$ cat src/rtl/win_pkg.sv
package win_pkg;
    localparam int WIN  = 3;
    localparam int TAPS = WIN * WIN;

    typedef enum logic [2:0] {
        OP_CONV  = 3'd0,
        OP_ACONV = 3'd1,
        OP_MMAX  = 3'd2,
        OP_MMIN  = 3'd3,
        OP_AMAX  = 3'd4,
        OP_AMIN  = 3'd5
    } op_e;

    typedef enum logic [1:0] {
        RED_SUM = 2'd0,
        RED_MAX = 2'd1,
        RED_MIN = 2'd2
    } red_e;
endpackage

$ cat src/rtl/win_linebuf.sv
module win_linebuf #(
    parameter int PIX_W = 8,
    parameter int MAX_W = 64,
    localparam int CB = $clog2(MAX_W)
) (
    input  logic             clk,
    input  logic             we,
    input  logic [CB-1:0]    col,
    input  logic [PIX_W-1:0] din,
    output logic [PIX_W-1:0] row1,
    output logic [PIX_W-1:0] row2
);
    logic [PIX_W-1:0] mem1 [MAX_W];
    logic [PIX_W-1:0] mem2 [MAX_W];

    // one write per pixel: the current row moves into the first delay, and
    // the first delay's entry moves into the second
    always_ff @(posedge clk) begin
        if (we) begin
            mem1[col] <= din;
            mem2[col] <= mem1[col];
        end
    end

    assign row1 = mem1[col];
    assign row2 = mem2[col];
endmodule

$ cat src/rtl/win_pe.sv
module win_pe #(
    parameter int PIX_W = 8,
    parameter int WGT_W = 8,
    parameter int MUL_W = 6,
    parameter int VAL_W = 19
) (
    input  logic [PIX_W-1:0]        pix,
    input  logic [WGT_W-1:0]        wgt,
    input  logic                    use_mul,
    output logic signed [VAL_W-1:0] val
);
    logic signed [PIX_W:0]     px;
    logic signed [MUL_W-1:0]   wm;
    logic signed [WGT_W-1:0]   wa;
    logic signed [VAL_W-1:0]   prod;
    logic signed [VAL_W-1:0]   addv;

    assign px   = {1'b0, pix};
    assign wm   = wgt[MUL_W-1:0];
    assign wa   = wgt;
    assign prod = VAL_W'(px) * VAL_W'(wm);
    assign addv = VAL_W'(px) + VAL_W'(wa);
    assign val  = use_mul ? prod : addv;
endmodule

$ cat src/rtl/win_reduce.sv
module win_reduce
    import win_pkg::*;
#(
    parameter int N     = 9,
    parameter int VAL_W = 19
) (
    input  logic signed [VAL_W-1:0] vals [N],
    input  logic [N-1:0]            used,
    input  red_e                    red,
    input  logic                    abs_en,
    output logic signed [VAL_W-1:0] res
);
    localparam logic signed [VAL_W-1:0] MOST_NEG = {1'b1, {(VAL_W-1){1'b0}}};
    localparam logic signed [VAL_W-1:0] MOST_POS = {1'b0, {(VAL_W-1){1'b1}}};

    logic signed [VAL_W-1:0] acc;

    always_comb begin
        case (red)
            RED_MAX: acc = MOST_NEG;
            RED_MIN: acc = MOST_POS;
            default: acc = '0;
        endcase
        for (int i = 0; i < N; i++) begin
            if (used[i]) begin
                case (red)
                    RED_MAX: if (vals[i] > acc) acc = vals[i];
                    RED_MIN: if (vals[i] < acc) acc = vals[i];
                    default: acc = acc + vals[i];
                endcase
            end
        end
        if (abs_en && acc < 0) acc = -acc;
        res = acc;
    end
endmodule

$ cat src/rtl/win3x3_proc.sv
module win3x3_proc
    import win_pkg::*;
#(
    parameter int PIX_W    = 8,
    parameter int WGT_W    = 8,
    parameter int MUL_W    = 6,
    parameter int MAX_W    = 64,
    parameter int ROW_BITS = 12,
    localparam int CB     = $clog2(MAX_W),
    localparam int WB     = $clog2(MAX_W + 1),
    localparam int PROD_W = PIX_W + 1 + MUL_W,
    localparam int ADD_W  = ((PIX_W + 1 > WGT_W) ? PIX_W + 1 : WGT_W) + 1,
    localparam int LOC_W  = (PROD_W > ADD_W) ? PROD_W : ADD_W,
    localparam int RES_W  = LOC_W + $clog2(TAPS)
) (
    input  logic                   clk,
    input  logic                   rst_n,
    input  logic                   frame_start,
    input  logic [WB-1:0]          cfg_width,
    input  logic [2:0]             cfg_op,
    input  logic                   cfg_tile,
    input  logic [TAPS*WGT_W-1:0]  cfg_wgt,
    input  logic [TAPS-1:0]        cfg_used,
    input  logic                   pix_valid,
    input  logic [PIX_W-1:0]       pix_data,
    output logic                   res_valid,
    output logic [RES_W-1:0]       res_data
);
    typedef struct packed {
        logic                  active;
        logic [WB-1:0]         width;
        logic [2:0]            op;
        logic                  tile;
        logic [TAPS*WGT_W-1:0] wgt;
        logic [TAPS-1:0]       used;
        logic [CB-1:0]         col;
        logic [ROW_BITS-1:0]   row;
        logic [1:0]            cmod;
        logic [1:0]            rmod;
        logic [TAPS*PIX_W-1:0] win;
        logic                  win_v;
        logic [RES_W-1:0]      res;
        logic                  res_v;
    } st_t;

    st_t q, d;

    logic                    take_pix;
    logic [PIX_W-1:0]        lb_row1, lb_row2;
    logic [PIX_W-1:0]        new_col [WIN];
    logic                    use_mul, abs_en;
    red_e                    red;
    logic signed [RES_W-1:0] pe_val [TAPS];
    logic signed [RES_W-1:0] red_out;

    assign take_pix = pix_valid && q.active && !frame_start;

    win_linebuf #(.PIX_W(PIX_W), .MAX_W(MAX_W)) u_lb (
        .clk  (clk),
        .we   (take_pix),
        .col  (q.col),
        .din  (pix_data),
        .row1 (lb_row1),
        .row2 (lb_row2)
    );

    assign new_col[0] = lb_row2;
    assign new_col[1] = lb_row1;
    assign new_col[2] = pix_data;

    // operator decode from the frame's held selection
    always_comb begin
        use_mul = 1'b1;
        abs_en  = 1'b0;
        red     = RED_SUM;
        case (op_e'(q.op))
            OP_ACONV: abs_en = 1'b1;
            OP_MMAX:  red = RED_MAX;
            OP_MMIN:  red = RED_MIN;
            OP_AMAX:  begin use_mul = 1'b0; red = RED_MAX; end
            OP_AMIN:  begin use_mul = 1'b0; red = RED_MIN; end
            default:  ;
        endcase
    end

    for (genvar p = 0; p < TAPS; p++) begin : g_pe
        win_pe #(
            .PIX_W(PIX_W), .WGT_W(WGT_W), .MUL_W(MUL_W), .VAL_W(RES_W)
        ) u_pe (
            .pix     (q.win[p*PIX_W +: PIX_W]),
            .wgt     (q.wgt[p*WGT_W +: WGT_W]),
            .use_mul (use_mul),
            .val     (pe_val[p])
        );
    end

    win_reduce #(.N(TAPS), .VAL_W(RES_W)) u_red (
        .vals   (pe_val),
        .used   (q.used),
        .red    (red),
        .abs_en (abs_en),
        .res    (red_out)
    );

    always_comb begin
        d       = q;
        d.win_v = 1'b0;
        d.res_v = q.win_v;
        d.res   = red_out;
        if (frame_start) begin
            d.active = 1'b1;
            d.width  = cfg_width;
            d.op     = cfg_op;
            d.tile   = cfg_tile;
            d.wgt    = cfg_wgt;
            d.used   = cfg_used;
            d.col    = '0;
            d.row    = '0;
            d.cmod   = '0;
            d.rmod   = '0;
        end else if (take_pix) begin
            for (int r = 0; r < WIN; r++) begin
                d.win[(WIN*r)*PIX_W +: PIX_W]     = q.win[(WIN*r+1)*PIX_W +: PIX_W];
                d.win[(WIN*r+1)*PIX_W +: PIX_W]   = q.win[(WIN*r+2)*PIX_W +: PIX_W];
                d.win[(WIN*r+2)*PIX_W +: PIX_W]   = new_col[r];
            end
            d.win_v = (q.row >= ROW_BITS'(WIN-1)) && (q.col >= CB'(WIN-1)) &&
                      (!q.tile || (q.rmod == 2'(WIN-1) && q.cmod == 2'(WIN-1)));
            if (WB'(q.col) == q.width - WB'(1)) begin
                d.col  = '0;
                d.cmod = '0;
                if (q.row != '1) d.row = q.row + ROW_BITS'(1);
                d.rmod = (q.rmod == 2'(WIN-1)) ? 2'd0 : q.rmod + 2'd1;
            end else begin
                d.col  = q.col + CB'(1);
                d.cmod = (q.cmod == 2'(WIN-1)) ? 2'd0 : q.cmod + 2'd1;
            end
        end
    end

    always_ff @(posedge clk or negedge rst_n) begin
        if (!rst_n) q <= '0;
        else        q <= d;
    end

    assign res_valid = q.res_v;
    assign res_data  = q.res;
endmodule

$ cat config.mk
export PLATFORM = sky130hd
export DESIGN_NAME = win3x3_proc
export DESIGN_NICKNAME = d
export VERILOG_FILES = /design/src/rtl/win_pkg.sv /design/src/rtl/win_linebuf.sv /design/src/rtl/win_pe.sv /design/src/rtl/win_reduce.sv /design/src/rtl/win3x3_proc.sv
export SDC_FILE = /design/constraint.sdc
export NUM_CORES = 2
export LEC_CHECK = 0
export ABC_CLOCK_PERIOD_IN_PS = 71600
export BUFFER_PORTS_ARGS = -buffer_cell sky130_fd_sc_hd__buf_2
export CORE_ASPECT_RATIO = 0.5
export CORE_UTILIZATION = 35
export CTS_CLUSTER_SIZE = 30
export DETAILED_ROUTE_END_ITERATION = 12
export PLACE_DENSITY = 0.58
export SLEW_MARGIN = 25
export SYNTH_ARGS = -nofsm -noshare
export SYNTH_HDL_FRONTEND = slang
export SYNTH_SLANG_ARGS = --single-unit
$ cat constraint.sdc
create_clock -name clk -period 71.6 [get_ports clk]
set_input_delay 3.58 -clock clk [delete_from_list [all_inputs] [get_ports clk]]
set_output_delay 3.58 -clock clk [all_outputs]
set_load 0.005 [all_outputs]
=== After elaboration in Yosys (flattened, before gate mapping) ===
Memory sizes are Yosys's and may differ from the RTL's.
Cells that the tools add are included.

* Register bits: 208
* RAM bits: 1024
* Input bits: 104
* Output and inout bits: 20
* Logic and storage cells: 161
* Memories: 2

* Add/subtract/negate cells: 24
* $mul: 9
* Order comparisons: 21
* Eq/ne operators: 11
* Muxes and demuxes: 61
* Bitwise logic cells: 1
* Reduce and logical (&&, ||, !) cells: 18

{| class="wikitable"
|+ Memories
! memory !! words !! width !! rd ports !! clocked after Yosys merged registers in !! wr ports !! line !! source
|-
| u_lb.mem1 || 64 || 8 || 1 || 0 || 1 || win_linebuf.sv:13 || <nowiki>logic [PIX_W-1:0] mem1 [MAX_W];</nowiki>
|-
| u_lb.mem2 || 64 || 8 || 1 || 0 || 1 || win_linebuf.sv:14 || <nowiki>logic [PIX_W-1:0] mem2 [MAX_W];</nowiki>
|}

{| class="wikitable"
|+ Operators with widths
! kind !! count
|-
| 19-bit two-way mux || 37
|-
| 19-bit one-hot mux with 2 select lines || 10
|-
| 19-bit adder || 9
|-
| 19-bit > comparator || 9
|-
| 19-bit < comparator || 9
|-
| 9-bit by 6-bit multiplier with 15-bit output || 9
|-
| 95-bit two-way mux || 1
|-
| 9-bit by 8-bit adder with 10-bit output || 9
|-
| 12-bit two-way mux || 2
|-
| 22-bit two-way mux || 1
|-
| 19-bit by 1-bit < comparator with 1-bit output (second input constant) || 1
|-
| 19-bit negator || 1
|-
| 12-bit by 1-bit adder with 12-bit output (second input constant) || 1
|-
| 12-bit by 2-bit >= comparator with 1-bit output (second input constant) || 1
|-
| 12-bit != test (second input constant) || 1
|-
| 2-bit two-way mux || 4
|-
| 6-bit by 7-bit == test with 1-bit output || 1
|-
| 7-bit by 1-bit subtractor with 7-bit output (second input constant) || 1
|-
| 6-bit by 1-bit adder with 6-bit output (second input constant) || 1
|-
| 2-bit == test (second input constant) || 3
|-
| 3-bit by 2-bit == test with 1-bit output (second input constant) || 2
|-
| 3-bit == test (second input constant) || 2
|-
| 6-bit by 2-bit >= comparator with 1-bit output (second input constant) || 1
|-
| 1-bit logical AND || 6
|-
| other kinds (13) || 23
|}

=== Longest topological paths before layout ===
* Word-level depth: 44
* Depth in mapped cells: 151

=== Hierarchy ===
A second synthesis with hierarchy kept.

* Cell total of the unflattened synthesis: 8877
* Area, all modules: 90573.1 sq um

{| class="wikitable"
|+ Modules (own cells, without submodules)
! module !! times used !! cells each !! area each (sq um)
|-
| win_linebuf || 1 || 2237 || 39306.4
|-
| win_reduce || 1 || 3628 || 23312.4
|-
| win_pe at g_pe[2].u_pe ... || 4 || 254 || 2188.3
|-
| win3x3_proc || 1 || 730 || 8311.7
|-
| win_pe at g_pe[0].u_pe ... || 2 || 252 || 2174.6
|-
| win_pe at g_pe[7].u_pe || 1 || 257 || 2190.9
|-
| win_pe at g_pe[8].u_pe || 1 || 256 || 2177.1
|-
| win_pe at g_pe[6].u_pe || 1 || 249 || 2172.1
|}

=== Worst setup path before layout ===
Ideal clock, no wire load.

* Kind: flip-flop to flip-flop
* Start: reg q[26] in the netlist's numbering
* End: reg q, in the netlist res_data[17]
* Data arrival time: 31.494 ns
* Setup slack: 39.971 ns
* Stages on the path, launching flop included: 134
* Path buffers: 15
* Cells stage by stage: dfrtp_1 and2_1 fa_1 inv_1 fa_1 inv_1 fa_1 fa_1 fa_1 a21o_1 a22o_1 o311a_1 nor3_1 or2_2 ha_1 buf_2 a21oi_1 o221ai_2 (+98 left out) nor4_1 nand2_1 o311ai_0 a221o_1 clkbuf_1 clkbuf_1 clkbuf_1 nor4_1 a21oi_1 o21ai_0 nor4_1 o31ai_1 nor3b_1 o211ai_1 nor4_2 o211ai_1 o31ai_2 xnor2_1

{| class="wikitable"
|+ RTL lines
! item !! line !! source
|-
| from (decl) || win3x3_proc.sv:46 || <nowiki>st_t q, d;</nowiki>
|-
| from (signal assigned) || win3x3_proc.sv:142 || <nowiki>if (!rst_n) q <= '0;</nowiki>
|-
| from (signal assigned) || win3x3_proc.sv:143 || <nowiki>else q <= d;</nowiki>
|}

==> impl_results.md <==
* Hold buffers post-CTS at 0
* Worst-case clock buffer depth at 3
* Clock latency at the later pin of the worst-skew pair at 0.78 ns
* Hold WC Path Type: register to register
* H-tree Lvls at 3
* Highest fanout seen on the critical path at 26
* Top delay family on crit path: compound AO/OA/AOI/OAI gates
* Global route overflow at 0
* Number of buffers inserted by port buffering at about 120
* RD Place Congestion at 0.9917
* Initial antenna violation count at 6
* Transition time at the pin with the least slew margin at 1.249 ns
* Share of synthesized cell area in full adder, half adder and majority cells at 16.14%
* Number of buffers added for setup after CTS at 0
* Simple-gate share of the synthesized area at 12.90%
* Clock transition at path regs at about 0.070 ns
* Crit path launch type: register
* Proportion of layout cells with a drive suffix above 1 at a little under 9%
* Endpoint required time on the critical path at 72.28 ns
* Total Die Area at 252,200 µm²
* Non-filler instance count after layout at 12,160
* Cell seen most often among critical-path stages: sky130_fd_sc_hd__ha_1
* Critical setup path kind: register to register
* Iter 0 DRT Violations at ~8,500
* Placed cell count at 11,940
* Die Width at 709.2 µm
* Starting density of the core at 35.31%
* Crit path largest cell delay at roughly 0.9 ns
* Number of CTS-inserted buffers at 116
* Arrival time reported for the critical path endpoint at 42.01 ns
* Prevailing post-synth register cell: sky130_fd_sc_hd__edfxtp_1
* Resized Gates After CTS at 0
* Synthesized Nets at 9,758
* Buffers & Inverters on Critical Path at 14
* Synth cell types at 111
* Synthesized-area fraction occupied by ao, oa, aoi and oai cells at 20.48%
* Vias per std cell at just under 6
* Number of nets in the finished design at 9,802
* Mapped Cells at roughly 8,700
* Setup violators final at 0
* Antenna-violating nets left at 0
* Num Clock Sinks at 1,232
* Wire length after detailed routing at 317,200 µm
* Cell area after synthesis at 87,530 µm²
* Final count of hold timing violations at 0
* Xor and xnor area share after synthesis at 2.542%
* Highest attainable clock frequency at between 20 and 25 MHz
* Final max-slew violation count at 0
* Share of synthesized area spent on multiplexers at 2.016%
* Largest family of logic cells by synthesized area: compound AO/OA/AOI/OAI gates
* Global-route usage over all layers at 24.31%
* Slowest stage cell, crit path: sky130_fd_sc_hd__a2111oi_1
* DRC at 0
* Synth Area per Inst at 10.09 µm²
* Max-cap violations at 0
* Clock period minus final worst setup slack at 41.33 ns
* Count of fill cells added during filler insertion at around 24,000
* Routed wire per std cell at ~26 µm
* Drt pass-1 iters at 6
* Maximum number of pins on one net before global-route repair at about 130
* Syn-to-layout area delta at 10.12%
* Kind of capture point of the worst setup path: register
* Via Count at 72,140
* Unrepaired setup endpoints after global routing: no
* Count of flip-flops with a built-in enable after synthesis at 1,024
* Number of global-route vias before repair at 67,830
* Portion of the post-synthesis area used by sequential elements at 41.08%
* Worst-case headroom to the max-slew limit at about 17%
* Yosys warning count at 0
* Placeable Area at 247,900 µm²
* Clk root buf: sky130_fd_sc_hd__clkbuf_16
* Clock tree from TritonCTS: done
* Setup TNS at 0 ns
* Std cell rows at between 100 and 150
* Outcome: finished clean
* Global-route wire length before repair at 463,900 µm
* Number of synthesized register bits at between 1,000 and 1,500
* Worst-case clock skew at 0.09433 ns
* Num ports at 124
* Synth async-reset ratio at 16.88%
* Final clock period utilization by the worst path at 57.73%
* Final HPWL from detailed placement at between 200,000 and 250,000 µm
* Height of the die at roughly 360 µm
==> logic make-up (layout without fill, tap and decap cells) <==
logic type / after synthesis / in the layout
AO/OA/AOI/OAI: 2610 / 2610
XOR/XNOR: 254 / 254
adder cells (fa/ha/maj): 983 / 983
buffers and inverters: 1095 / 1238
flip-flops: 1232 / 1232
multiplexers: 156 / 156
other: 0 / 4
AND/OR/NAND/NOR: 2341 / 2341
==> final timing paths <==
kind,start,slack (ns),depth (start not counted),to
max reg2reg,q[124]$_DFFE_PN0P_,30.27,132,res_data[18]$_DFF_PN0_
max in group asynchronous,rst_n,67.35,2,q[112]$_DFFE_PN0P_
min reg2reg,d[0]$_DFF_PN0_,0.38,0,res_valid$_DFF_PN0_
min in group asynchronous,rst_n,2.80,1,res_data[8]$_DFF_PN0_
min,d[0]$_DFF_PN0_,0.38,0,res_valid$_DFF_PN0_
max,q[124]$_DFFE_PN0P_,30.27,132,res_data[18]$_DFF_PN0_
==> Yosys cell counts (all sizes together), types with 51 or more instances <==
| cell type | count | area [µm²] |
|---|---|---|
| a21oi | 484 | 2441 |
| o21ai | 475 | 2377 |
| nor2b | 75 | 469.2 |
| nand3 | 152 | 773.2 |
| o211ai | 87 | 658.1 |
| a22oi | 381 | 2860 |
| a221oi | 88 | 770.7 |
| buf | 107 | 531.8 |
| a211oi | 110 | 848.3 |
| nand4 | 92 | 581.8 |
| o21a | 68 | 510.5 |
| clkbuf | 314 | 1179 |
| dfrtp | 208 | 5205 |
| o22ai | 57 | 356.6 |
| or3 | 60 | 375.4 |
| fa | 243 | 4865 |
| xnor2 | 177 | 1550 |
| and2 | 177 | 1107 |
| nor2 | 489 | 1836 |
| a22o | 61 | 534.3 |
| nand2b | 110 | 688.2 |
| xor2 | 77 | 674.4 |
| nor3 | 156 | 797.0 |
| nor4 | 54 | 344.1 |
| o31ai | 72 | 564.3 |
| a21o | 107 | 803.3 |
| inv | 670 | 2515 |
| ha | 740 | 9259 |
| o21bai | 53 | 397.9 |
| edfxtp | 1024 | 30750 |
| mux2 | 99 | 1115 |
| nand2 | 793 | 2979 |
| mux2i | 51 | 514.2 |
| a31oi | 124 | 775.7 |
==> sequential cells by signal, indices dropped and copies added (netlist names) <==
signal,count
u_lb.mem2,512
d,1
q,187
res_data,19
u_lb.mem1,512
res_valid,1
==> stage by stage <==
stage | hold WS, ns | setup slack [ns] | utilization [%] | area (µm²)
after floorplan | 0.3312 | 39.97 | - | 87530
after global placement | 0.3618 | 31.93 | 37.35 | 92590
after detailed placement | 0.3677 | 31.65 | 37.37 | 92650
after CTS | 0.3821 | 31.47 | 38.85 | 96330
after global routing | 0.3967 | 28.04 | 38.88 | 96380
final | 0.3841 | 30.27 | 38.88 | 96380
==> per-layer routing <==
layer	routed length, µm	vias up	share of wire, %	GRT usage [%]
li1	-	32450	-	-
met1	144900	36030	46	35.93
met2	135400	3252	43	36.58
met3	29160	410	9.2	4.620
met4	7814	2	2.5	5.809
met5	16	-	0.0050	0
==> final cells by class <==
| cell class | count | area, µm² | share of cell area (%) |
|---|---|---|---|
| Multi-Input combinational cell | 6344 | 47630 | 49.41 |
| Sequential cell | 1232 | 35970 | 37.31 |
| Tap cell | 3340 | 4179 | 4.336 |
| Clock buffer | 159 | 3166 | 3.284 |
| Inverter | 674 | 2532 | 2.627 |
| Timing Repair Buffer | 347 | 2396 | 2.486 |
| Clock inverter | 58 | 509.2 | 0.5283 |
| Antenna cell | 4 | 10.01 | 0.01039 |
==> cells in the final DEF, fill, tap and decap left out, types with 91 or more instances in the layout <==
cell | Yosys | final
sky130_fd_sc_hd__a211oi_1 | 107 | 106
sky130_fd_sc_hd__a21o_1 | 107 | 107
sky130_fd_sc_hd__a21oi_1 | 479 | 479
sky130_fd_sc_hd__a22oi_1 | 381 | 381
sky130_fd_sc_hd__a31oi_1 | 124 | 124
sky130_fd_sc_hd__and2_1 | 176 | 176
sky130_fd_sc_hd__buf_2 | 23 | 121
sky130_fd_sc_hd__buf_4 | 23 | 216
sky130_fd_sc_hd__clkbuf_16 | 0 | 117
sky130_fd_sc_hd__dfrtp_1 | 208 | 201
sky130_fd_sc_hd__edfxtp_1 | 1024 | 1024
sky130_fd_sc_hd__fa_1 | 243 | 243
sky130_fd_sc_hd__ha_1 | 740 | 738
sky130_fd_sc_hd__inv_1 | 664 | 663
sky130_fd_sc_hd__mux2_2 | 99 | 99
sky130_fd_sc_hd__nand2_1 | 792 | 792
sky130_fd_sc_hd__nand2b_1 | 110 | 109
sky130_fd_sc_hd__nand3_1 | 151 | 151
sky130_fd_sc_hd__nand4_1 | 91 | 91
sky130_fd_sc_hd__nor2_1 | 489 | 470
sky130_fd_sc_hd__nor3_1 | 154 | 147
sky130_fd_sc_hd__o21ai_0 | 464 | 456
sky130_fd_sc_hd__xnor2_1 | 177 | 177
Power is left out: the tool's default activity adds up to more than one toggle a clock period on the data nets, which glitch-free logic cannot reach.
